### src/rtl/io_trap_pkg.sv
package io_trap_pkg;

    localparam int ADDR_W   = 16;
    localparam int N_TRAP   = 3;
    localparam int DATA_W   = 16;
    localparam int EN_W     = 8;
    localparam int EN_LSB   = 4;
    localparam int TOP_W    = 16;
    localparam int TOP_BIT  = 9;
    localparam int SUB_W    = 8;
    localparam int SUB_LSB  = 2;
    localparam int SIZE_W   = 4;

    typedef enum logic [3:0] {
        SEL_ENABLE  = 4'd0,
        SEL_BASE1   = 4'd1,
        SEL_BASE2   = 4'd2,
        SEL_BASE3   = 4'd3,
        SEL_CTRL1   = 4'd4,
        SEL_CTRL2   = 4'd5,
        SEL_CTRL3   = 4'd6,
        SEL_CLR_TOP = 4'd7,
        SEL_CLR_SUB = 4'd8
    } reg_sel_e;

    typedef struct packed {
        logic              wr_ok;
        logic              rd_ok;
        logic [SIZE_W-1:0] size;
    } trap_ctrl_t;

    typedef struct packed {
        logic              strobe;
        logic              write;
        logic [ADDR_W-1:0] addr;
    } io_acc_t;

    function automatic logic [ADDR_W-1:0] win_mask(input logic [SIZE_W-1:0] n);
        logic [ADDR_W-1:0] m;
        m = '1;
        for (int i = 0; i < ADDR_W; i++) begin
            if (i < int'(n)) m[i] = 1'b0;
        end
        return m;
    endfunction

    function automatic trap_ctrl_t unpack_ctrl(input logic [DATA_W-1:0] d);
        trap_ctrl_t c;
        c.size  = d[SIZE_W-1:0];
        c.rd_ok = d[SIZE_W];
        c.wr_ok = d[SIZE_W+1];
        return c;
    endfunction

endpackage

### src/rtl/io_trap_regs.sv
module io_trap_regs
    import io_trap_pkg::*;
(
    input  logic                           clk,
    input  logic                           rst,
    input  logic                           reg_we,
    input  logic [3:0]                     reg_sel,
    input  logic [DATA_W-1:0]              reg_wdata,
    output logic [EN_W-1:0]                en_q,
    output logic [N_TRAP-1:0][ADDR_W-1:0]  base_q,
    output trap_ctrl_t [N_TRAP-1:0]        ctrl_q
);
    localparam logic [EN_W-1:0] EN_MASK = EN_W'(((1 << N_TRAP) - 1) << EN_LSB);

    always_ff @(posedge clk) begin
        if (rst) begin
            en_q <= '0;
        end else if (reg_we && reg_sel == SEL_ENABLE) begin
            en_q <= reg_wdata[EN_W-1:0] & EN_MASK;
        end
    end

    for (genvar k = 0; k < N_TRAP; k++) begin : g_trap_cfg
        localparam logic [3:0] BASE_SEL = 4'(int'(SEL_BASE1) + k);
        localparam logic [3:0] CTRL_SEL = 4'(int'(SEL_CTRL1) + k);
        always_ff @(posedge clk) begin
            if (rst) begin
                base_q[k] <= '0;
                ctrl_q[k] <= '0;
            end else if (reg_we) begin
                if (reg_sel == BASE_SEL) base_q[k] <= reg_wdata[ADDR_W-1:0];
                if (reg_sel == CTRL_SEL) ctrl_q[k] <= unpack_ctrl(reg_wdata);
            end
        end
    end


    en_write_chk: assert property (@(posedge clk) disable iff (rst)
        (reg_we && reg_sel == SEL_ENABLE) |=> (en_q == ($past(reg_wdata[EN_W-1:0]) & EN_MASK)));

endmodule

### src/rtl/io_trap_window.sv
module io_trap_window
    import io_trap_pkg::*;
(
    input  logic              enable,
    input  logic [ADDR_W-1:0] base,
    input  trap_ctrl_t        ctrl,
    input  io_acc_t           acc,
    output logic              hit
);
    logic [ADDR_W-1:0] mask;
    logic              in_win;
    logic              dir_ok;

    always_comb begin
        mask   = win_mask(ctrl.size);
        in_win = ((acc.addr ^ base) & mask) == '0;
        dir_ok = acc.write ? ctrl.wr_ok : ctrl.rd_ok;
        hit    = acc.strobe && enable && in_win && dir_ok;
    end

endmodule

### src/rtl/io_trap_status.sv
module io_trap_status
    import io_trap_pkg::*;
(
    input  logic              clk,
    input  logic              rst,
    input  logic [N_TRAP-1:0] hits,
    input  logic              clr_top,
    input  logic [N_TRAP-1:0] clr_sub,
    output logic [N_TRAP-1:0] sub_q,
    output logic              top_q,
    output logic              smi
);
    logic [N_TRAP-1:0] sub_d;
    logic              top_d;

    always_comb begin
        sub_d = (sub_q & ~clr_sub) | hits;
        top_d = (top_q & ~clr_top) | (|hits);
    end

    always_ff @(posedge clk) begin
        if (rst) begin
            sub_q <= '0;
            top_q <= 1'b0;
        end else begin
            sub_q <= sub_d;
            top_q <= top_d;
        end
    end

    assign smi = top_q | (|sub_q);


    rst_clear_chk: assert property (@(posedge clk)
        rst |=> (sub_q == '0 && !top_q && !smi));


    set_on_hit_chk: assert property (@(posedge clk) disable iff (rst)
        (hits != '0) |=> ((sub_q & $past(hits)) == $past(hits) && top_q));


    clr_sub_chk: assert property (@(posedge clk) disable iff (rst)
        ((clr_sub & ~hits) != '0) |=> ((sub_q & $past(clr_sub & ~hits)) == '0));


    clr_top_chk: assert property (@(posedge clk) disable iff (rst)
        (clr_top && hits == '0) |=> !top_q);

endmodule

### src/rtl/io_trap_unit.sv
module io_trap_unit
    import io_trap_pkg::*;
(
    input  logic               clk,
    input  logic               rst,
    input  logic               io_strobe,
    input  logic [ADDR_W-1:0]  io_addr,
    input  logic               io_write,
    input  logic               reg_we,
    input  logic [3:0]         reg_sel,
    input  logic [DATA_W-1:0]  reg_wdata,
    output logic [EN_W-1:0]    en_q,
    output logic [TOP_W-1:0]   top_sts,
    output logic [SUB_W-1:0]   sub_sts,
    output logic               smi_req
);
    logic [N_TRAP-1:0][ADDR_W-1:0] base_q;
    trap_ctrl_t [N_TRAP-1:0]       ctrl_q;
    logic [N_TRAP-1:0]             hits;
    logic [N_TRAP-1:0]             sub_q;
    logic                          top_q;
    logic                          clr_top;
    logic [N_TRAP-1:0]             clr_sub;
    io_acc_t                       acc;

    assign acc = '{strobe: io_strobe, write: io_write, addr: io_addr};

    io_trap_regs u_regs (
        .clk       (clk),
        .rst       (rst),
        .reg_we    (reg_we),
        .reg_sel   (reg_sel),
        .reg_wdata (reg_wdata),
        .en_q      (en_q),
        .base_q    (base_q),
        .ctrl_q    (ctrl_q)
    );

    for (genvar k = 0; k < N_TRAP; k++) begin : g_win
        io_trap_window u_win (
            .enable (en_q[EN_LSB+k]),
            .base   (base_q[k]),
            .ctrl   (ctrl_q[k]),
            .acc    (acc),
            .hit    (hits[k])
        );
    end

    assign clr_top = reg_we && reg_sel == SEL_CLR_TOP && reg_wdata[TOP_BIT];
    assign clr_sub = (reg_we && reg_sel == SEL_CLR_SUB) ? reg_wdata[SUB_LSB +: N_TRAP] : '0;

    io_trap_status u_sts (
        .clk     (clk),
        .rst     (rst),
        .hits    (hits),
        .clr_top (clr_top),
        .clr_sub (clr_sub),
        .sub_q   (sub_q),
        .top_q   (top_q),
        .smi     (smi_req)
    );

    always_comb begin
        top_sts          = '0;
        top_sts[TOP_BIT] = top_q;
        sub_sts          = '0;
        sub_sts[SUB_LSB +: N_TRAP] = sub_q;
    end


    idle_stable_chk: assert property (@(posedge clk) disable iff (rst)
        (!io_strobe && !reg_we) |=> ($stable(sub_sts) && $stable(top_sts)));


    en_reserved_chk: assert property (@(posedge clk) disable iff (rst)
        reg_we |=> (en_q[EN_LSB-1:0] == '0 && en_q[EN_W-1] == 1'b0));

endmodule

### config.mk
export PLATFORM = sky130hd
export DESIGN_NAME = io_trap_unit
export DESIGN_NICKNAME = d
export VERILOG_FILES = /design/src/rtl/io_trap_pkg.sv /design/src/rtl/io_trap_regs.sv /design/src/rtl/io_trap_window.sv /design/src/rtl/io_trap_status.sv /design/src/rtl/io_trap_unit.sv
export SDC_FILE = /design/constraint.sdc
export NUM_CORES = 1
export LEC_CHECK = 0
export ABC_CLOCK_PERIOD_IN_PS = 2500
export BUFFER_PORTS_ARGS = -buffer_cell sky130_fd_sc_hd__buf_2
export CAP_MARGIN = 25
export CORE_MARGIN = 5
export CORE_UTILIZATION = 30
export DETAILED_ROUTE_END_ITERATION = 12
export PLACE_DENSITY_LB_ADDON = 0.12
export SLEW_MARGIN = 10
export SYNTH_ARGS = -nofsm -noshare
export SYNTH_HDL_FRONTEND = slang
export SYNTH_HIERARCHICAL = 1
export SYNTH_SLANG_ARGS = --single-unit
export TNS_END_PERCENT = 5
### constraint.sdc
create_clock -name clk -period 2.5 [get_ports clk]
set_input_delay 0.25 -clock clk [delete_from_list [all_inputs] [get_ports clk]]
set_output_delay 0.25 -clock clk [all_outputs]
set_load 0.02 [all_outputs]
[Yosys cells after proc, flatten, opt, wreduce, memory -nomap -nowiden]
Cells that the tools add are included.
Storage, ports and cells
  flip-flop bits (word level): 73
  output and inout bits: 33
  word-level logic and storage cells: 155
Operators by class
  magnitude comparators: 45
  equality and inequality tests: 8
  mux-type cells: 49
  bitwise operators: 13
  reductions and logical operators: 25
Operators by type and width (number)
  4-bit less-than comparator (first input constant): 21
  16-bit bitwise AND: 3
  16-bit logical NOT: 3
  3-bit by 4-bit less-than comparator with 1-bit output (first input constant): 12
  1-bit two-way mux: 48
  16-bit XOR: 3
  1-bit by 4-bit less-than comparator with 1-bit output (first input constant): 6
  2-bit by 4-bit less-than comparator with 1-bit output (first input constant): 6
  4-bit by 3-bit equality test with 1-bit output (second input constant): 4
  1-bit logical AND: 13
  2-bit AND reduction: 6
  4-bit by 2-bit equality test with 1-bit output (second input constant): 2
  3-bit OR reduction: 2
  4-bit by 1-bit equality test with 1-bit output (second input constant): 1
  4-bit equality test (second input constant): 1
  4-bit logical NOT: 1
  3-bit bitwise AND: 1
  3-bit two-way mux: 1
  3-bit inverter: 1
  3-bit OR: 1
  1-bit OR: 2
  1-bit bitwise AND: 1
  1-bit inverter: 1

[Depth between registers and ports, before layout]
  word-level depth: 8
  mapped depth: 8
  mapped depth without buffers: 7

[By module]
Netlist, hierarchy kept.
Modules (own cells, without submodules)
  io_trap_regs: times used 1, cells each 257, area each 2835.2 µm², sequential area each 1381.3 µm²
  io_trap_window: times used 3, cells each 46, area each 386.6 µm², sequential area each 0.0 µm²
  io_trap_unit: times used 1, cells each 32, area each 226.5 µm², sequential area each 0.0 µm²
  io_trap_status: times used 1, cells each 16, area each 148.9 µm², sequential area each 80.1 µm²

[Least setup slack after synthesis]
Ideal clock, no wire load.
  path kind: register -> register
  start: register u_regs/ctrl_q[9] (netlist name)
  end: register u_sts.top_q
  arrival time: 1.386 ns
  slack: 1.034 ns
  cell stages (with the launch flop): 8
  buffers on the path: 1
  cells stage by stage: dfxtp_1 > buf_4 > o211ai_4 > a222oi_1 > o2111ai_1 > nor3_2 > inv_1 > a41oi_1
Between the ends
  cells in the longest elaborated chain, start to end: 8
Ends and longest elaborated chain
  1-bit by 4-bit less-than comparator with 1-bit output, or another cell as far along: line io_trap_pkg.sv:42  | if (i < int'(n)) m[i] = 1'b0;
  1-bit two-way mux: line io_trap_pkg.sv:42
  16-bit bitwise AND *: line io_trap_window.sv:16  | in_win = ((acc.addr ^ base) & mask) == '0;
  16-bit logical NOT *: line io_trap_window.sv:16
  1-bit logical AND * (2 in series): line io_trap_window.sv:18  | hit = acc.strobe && enable && in_win && dir_ok;
  net hits[1]: line io_trap_unit.sv:19  | logic [N_TRAP-1:0] hits;
  3-bit OR reduction *: line io_trap_status.sv:18  | top_d = (top_q & ~clr_top) | (|hits);
  1-bit OR *: line io_trap_status.sv:18
  end signal, assigned: line io_trap_status.sv:27  | top_q <= top_d;
  end, declared: line io_trap_status.sv:10  | output logic top_q,
The timed path passes the listed nets; every way through them passes the cells marked *.
A chain may end at the register's enable or synchronous reset.

[Final worst setup path]
  start: register u_regs/ctrl_q[7] (netlist name)
  end: register u_sts.top_q
Between the ends
  cells in the longest elaborated chain, start to end: 8
Ends and longest elaborated chain (line)
  1-bit by 4-bit less-than comparator with 1-bit output, or another cell as far along: io_trap_pkg.sv:42
  1-bit two-way mux: io_trap_pkg.sv:42
  16-bit bitwise AND *: io_trap_window.sv:16
  16-bit logical NOT *: io_trap_window.sv:16
  1-bit logical AND * (2 in series): io_trap_window.sv:18
  net hits[1]: io_trap_unit.sv:19
  3-bit OR reduction *: io_trap_status.sv:18
  1-bit OR *: io_trap_status.sv:18
Marks and branches as above.

==> results.md <==
* Starting Density at 30.3%
* Crit path DAT at 2130 ps
* WS Path Type: reg2reg
* GRT Total Usage at 14.3%
* Main synth FF type: dfxtp_1
* Status: complete, no violations
* HP Class: in2reg
* DIE AREA at approximately 0.017 sq mm
* P&R area growth vs syn at 11.1%
* Adder-cell share of the synthesized area at 0%
* Post-CTS sizing at 0
* Hold path start: reg_wdata[7]
* Layout cells sized above 1 at between 15 and 20%
* Die height at 131 microns
* Post-synthesis mux area share at 16.5%
* Finished Cell Area at 0.00486 sq mm
* Setup TNS at 0 ps
* Synth Area in Compound Gates at 11.6%
* Placed Area at approximately 0.0046 sq mm
* Worst-Skew Late Latency at 340 ps
* Number of flops mapped to enable cells by yosys at 0
* Slowest CP cell: dfxtp_1
* Crit start category: flop
* Antenna-violating nets left at 0
* Largest family of logic cells by synthesized area: simple AND/OR/NAND/NOR gates
* Max frequency at 537 MHz
* Placeable Area at 0.0144 sq mm
* Grt ovf at 0
* XOR/XNOR Fraction of Synth Area at 9.62%
* CP Capture Type: flop
* DIE WIDTH at 131 microns
* Hold Vio Cnt, Final at 0
* Routed WL at about 12000 microns
* Final period util at 74.4%
* CTS sink cnt at between 70 and 80
* Drt wl/cell at 17.5 microns
* Yosys cell types at 44
* Asr flop ratio synth at 0%
* Reg2reg setup slack at about 640 ps
* Drt first pass iters at 5
* RSZ-0062 raised after global routing: no
* H-tree levels at 3
* Pwr dens at 575 mW/mm^2
* Layout Nets at ~520
* Crit path max-delay family: compound AO/OA/AOI/OAI gates
* IR drop worst, VDD at 330 uV
* Switch share at roughly 25%
* Crit path largest cell delay at 580 ps
* CP Buf/Inv Count at 1
* Post-Syn Area at 0.00437 sq mm
* Remaining DRCs at 0
* Initial antenna violation count at 0
* Int Pwr at approximately 2.1 mW
* Worst r2r dst: u_sts/top_q$_SDFF_PP0_
* Pin count of the biggest net entering global routing at 90
* Critical path cell sequence: nand3_1 -> a222oi_1 -> o2111ai_1 -> nor3_2 -> inv_1 -> a41oi_1
* Worst Skew at 3.04 ps
* Buffers on Ports at 48
* Crit path time final at 1860 ps
* Final slew viol count at 0
* CTS clk-pin slew, worst paths at 60 ps
* Syn_area_per_cell at 9.87 sq um
* CP max FO at 10
* Antenna diode count at 0
* Vias at 3050
* Slew Limit Headroom at around 61%
* First-pass GRT wire length at roughly 18000 microns
* CTS tree: done
* Post-synthesis sequential area ratio at 33.4%
* Initial DRC Count at 154
* Cell count after placement at 650
* Yosys warns at 6
* Filler cells at 1515
* Biggest area consumer among synthesized cells: dfxtp_1
* Worst r2r src: u_regs/ctrl_q[7]$_SDFFE_PP0P_
* Clock power frac at about 47%
* Row count at 44
* Vias in the first global route at 3096
* Synth top area share at roughly a third
* Synth area leaders: dfxtp_1 33%, mux2i_1 16%, nand2b_1 13%, buf_4 5.2%, xnor2_1 4.8%
* Switching pwr at 0.707 mW
* CTS max path bufs at 2
* WP data required at 2770 ps
* GP Congestion at 0.804
* Worst-margin pin slew at 585 ps
* CTS Hold Bufs at 0
* Synth Register Bits at 73
* Hold Path Stages at 3
* CTS Buf Count at 9
* Leak Pwr at about 2.1 nW
* MaxCap Viol Count at 0
* Sequential group share of total power at 42.8%
* Hold WS at 218 ps
* Hold path endpoint: u_regs/base_q[23]$_SDFFE_PP0P_
* FF-to-FF path depth at 6
* IO Count at 74
* Root buffer cell: clkbuf_16
* Final Non-Filler Cells at 666
* Comb power frac at 10.6%
* Simple-gate share of the synthesized area at 18.9%
* DP HPWL at 8530 microns
* Gate Count Post-Synth at 443
* Final setup viols at 0
* Post CTS Setup Buffer Count at 0
* Via/cell ratio at 4.58
## cells by family after synthesis
kind of cell	after synthesis
compound gates	58
xor+xnor	48
buf+inv	57
simple gates	133
flops	73
other cells	2
mux	72
## flip-flops by register name, summed over array words and instances, names as in the netlist
signal and flops:
u_regs/ctrl_q 18, u_sts/sub_q 3, u_regs/base_q 48, u_sts/top_q 1, u_regs/en_q 3
## worst min-delay path, stage by stage
cell and delay, ps:
buf_2 70, nand2b_1 70, mux2i_1 120
## layout by cell type, fill, tap and decap left out, drive strengths merged, types with 4 or more instances in the layout
| master | netlist | final |
|---|---|---|
| o21ai | 12 | 12 |
| nand2 | 15 | 15 |
| inv | 6 | 6 |
| mux2i | 72 | 72 |
| a21oi | 12 | 12 |
| dfxtp | 73 | 73 |
| nand2b | 89 | 89 |
| nor2 | 9 | 9 |
| clkbuf | 9 | 10 |
| nand3 | 4 | 4 |
| conb | 2 | 25 |
| clkinv | 0 | 4 |
| buf | 42 | 51 |
| xnor2 | 24 | 24 |
| xor2 | 24 | 24 |
## cells in the mapped netlist, types with 6 or more instances
cell      instances
xor2_1           24
dfxtp_1          73
inv_1             6
o21ai_0           9
xnor2_1          24
buf_4            30
a21oi_1          12
nand2b_1         88
mux2i_1          72
clkbuf_1          9
nor2_1            9
buf_6            11
nand2_1          14
## power groups by stage
stage	logic [mW]	clock network [mW]	registers, mW
5_1_grt	0.323	1.39	1.20
2_1_floorplan	0.223	0	1.21
4_1_cts	0.300	1.35	1.19
6_report	0.296	1.30	1.19
3_3_place_gp	0.300	0	1.22
3_5_place_dp	0.298	0	1.22
## cell type report
cell class | count | area, sq um | share of cell area [%]
Multi-Input combinational cell | 336 | 2570 | 52.9
Sequential cell | 73 | 1460 | 30.1
Timing Repair Buffer | 51 | 275 | 5.67
Clock buffer | 10 | 239 | 4.92
Tap cell | 184 | 230 | 4.74
Clock inverter | 6 | 57.6 | 1.19
Inverter | 6 | 22.5 | 0.464
## worst max path at each step
stage          depth (start not counted)                          start  slack [ps]                endpoint
3_3_place_gp                           6  u_regs/ctrl_q[1]$_SDFFE_PP0P_         760  u_sts/top_q$_SDFF_PP0_
3_5_place_dp                           6  u_regs/ctrl_q[7]$_SDFFE_PP0P_         640  u_sts/top_q$_SDFF_PP0_
6_report                               6  u_regs/ctrl_q[7]$_SDFFE_PP0P_         640  u_sts/top_q$_SDFF_PP0_
2_1_floorplan                          7  u_regs/ctrl_q[9]$_SDFFE_PP0P_        1030  u_sts/top_q$_SDFF_PP0_
4_1_cts                                6  u_regs/ctrl_q[7]$_SDFFE_PP0P_         620  u_sts/top_q$_SDFF_PP0_
5_1_grt                                6  u_regs/ctrl_q[7]$_SDFFE_PP0P_         470  u_sts/top_q$_SDFF_PP0_
## layer usage
metal | vias to the layer above | global-route usage [%] | wire [microns]
li1 | 1529 | - | -
met1 | 1458 | 17.8 | 5300
met2 | 54 | 24.2 | 5660
met3 | 9 | 4.19 | 582
met4 | 0 | 4.17 | 136
met5 | - | 0 | 0
## metrics by stage
stage               worst slack [ps]  utilization, %  total power, mW
floorplan                       1030               -             1.43
global placement                 759            31.6             1.52
detailed placement               643            31.6             1.52
CTS                              618            33.7             2.84
global route                     471            33.7             2.91
finish                           639            33.7             2.79
(Power assumes the default switching activity.)
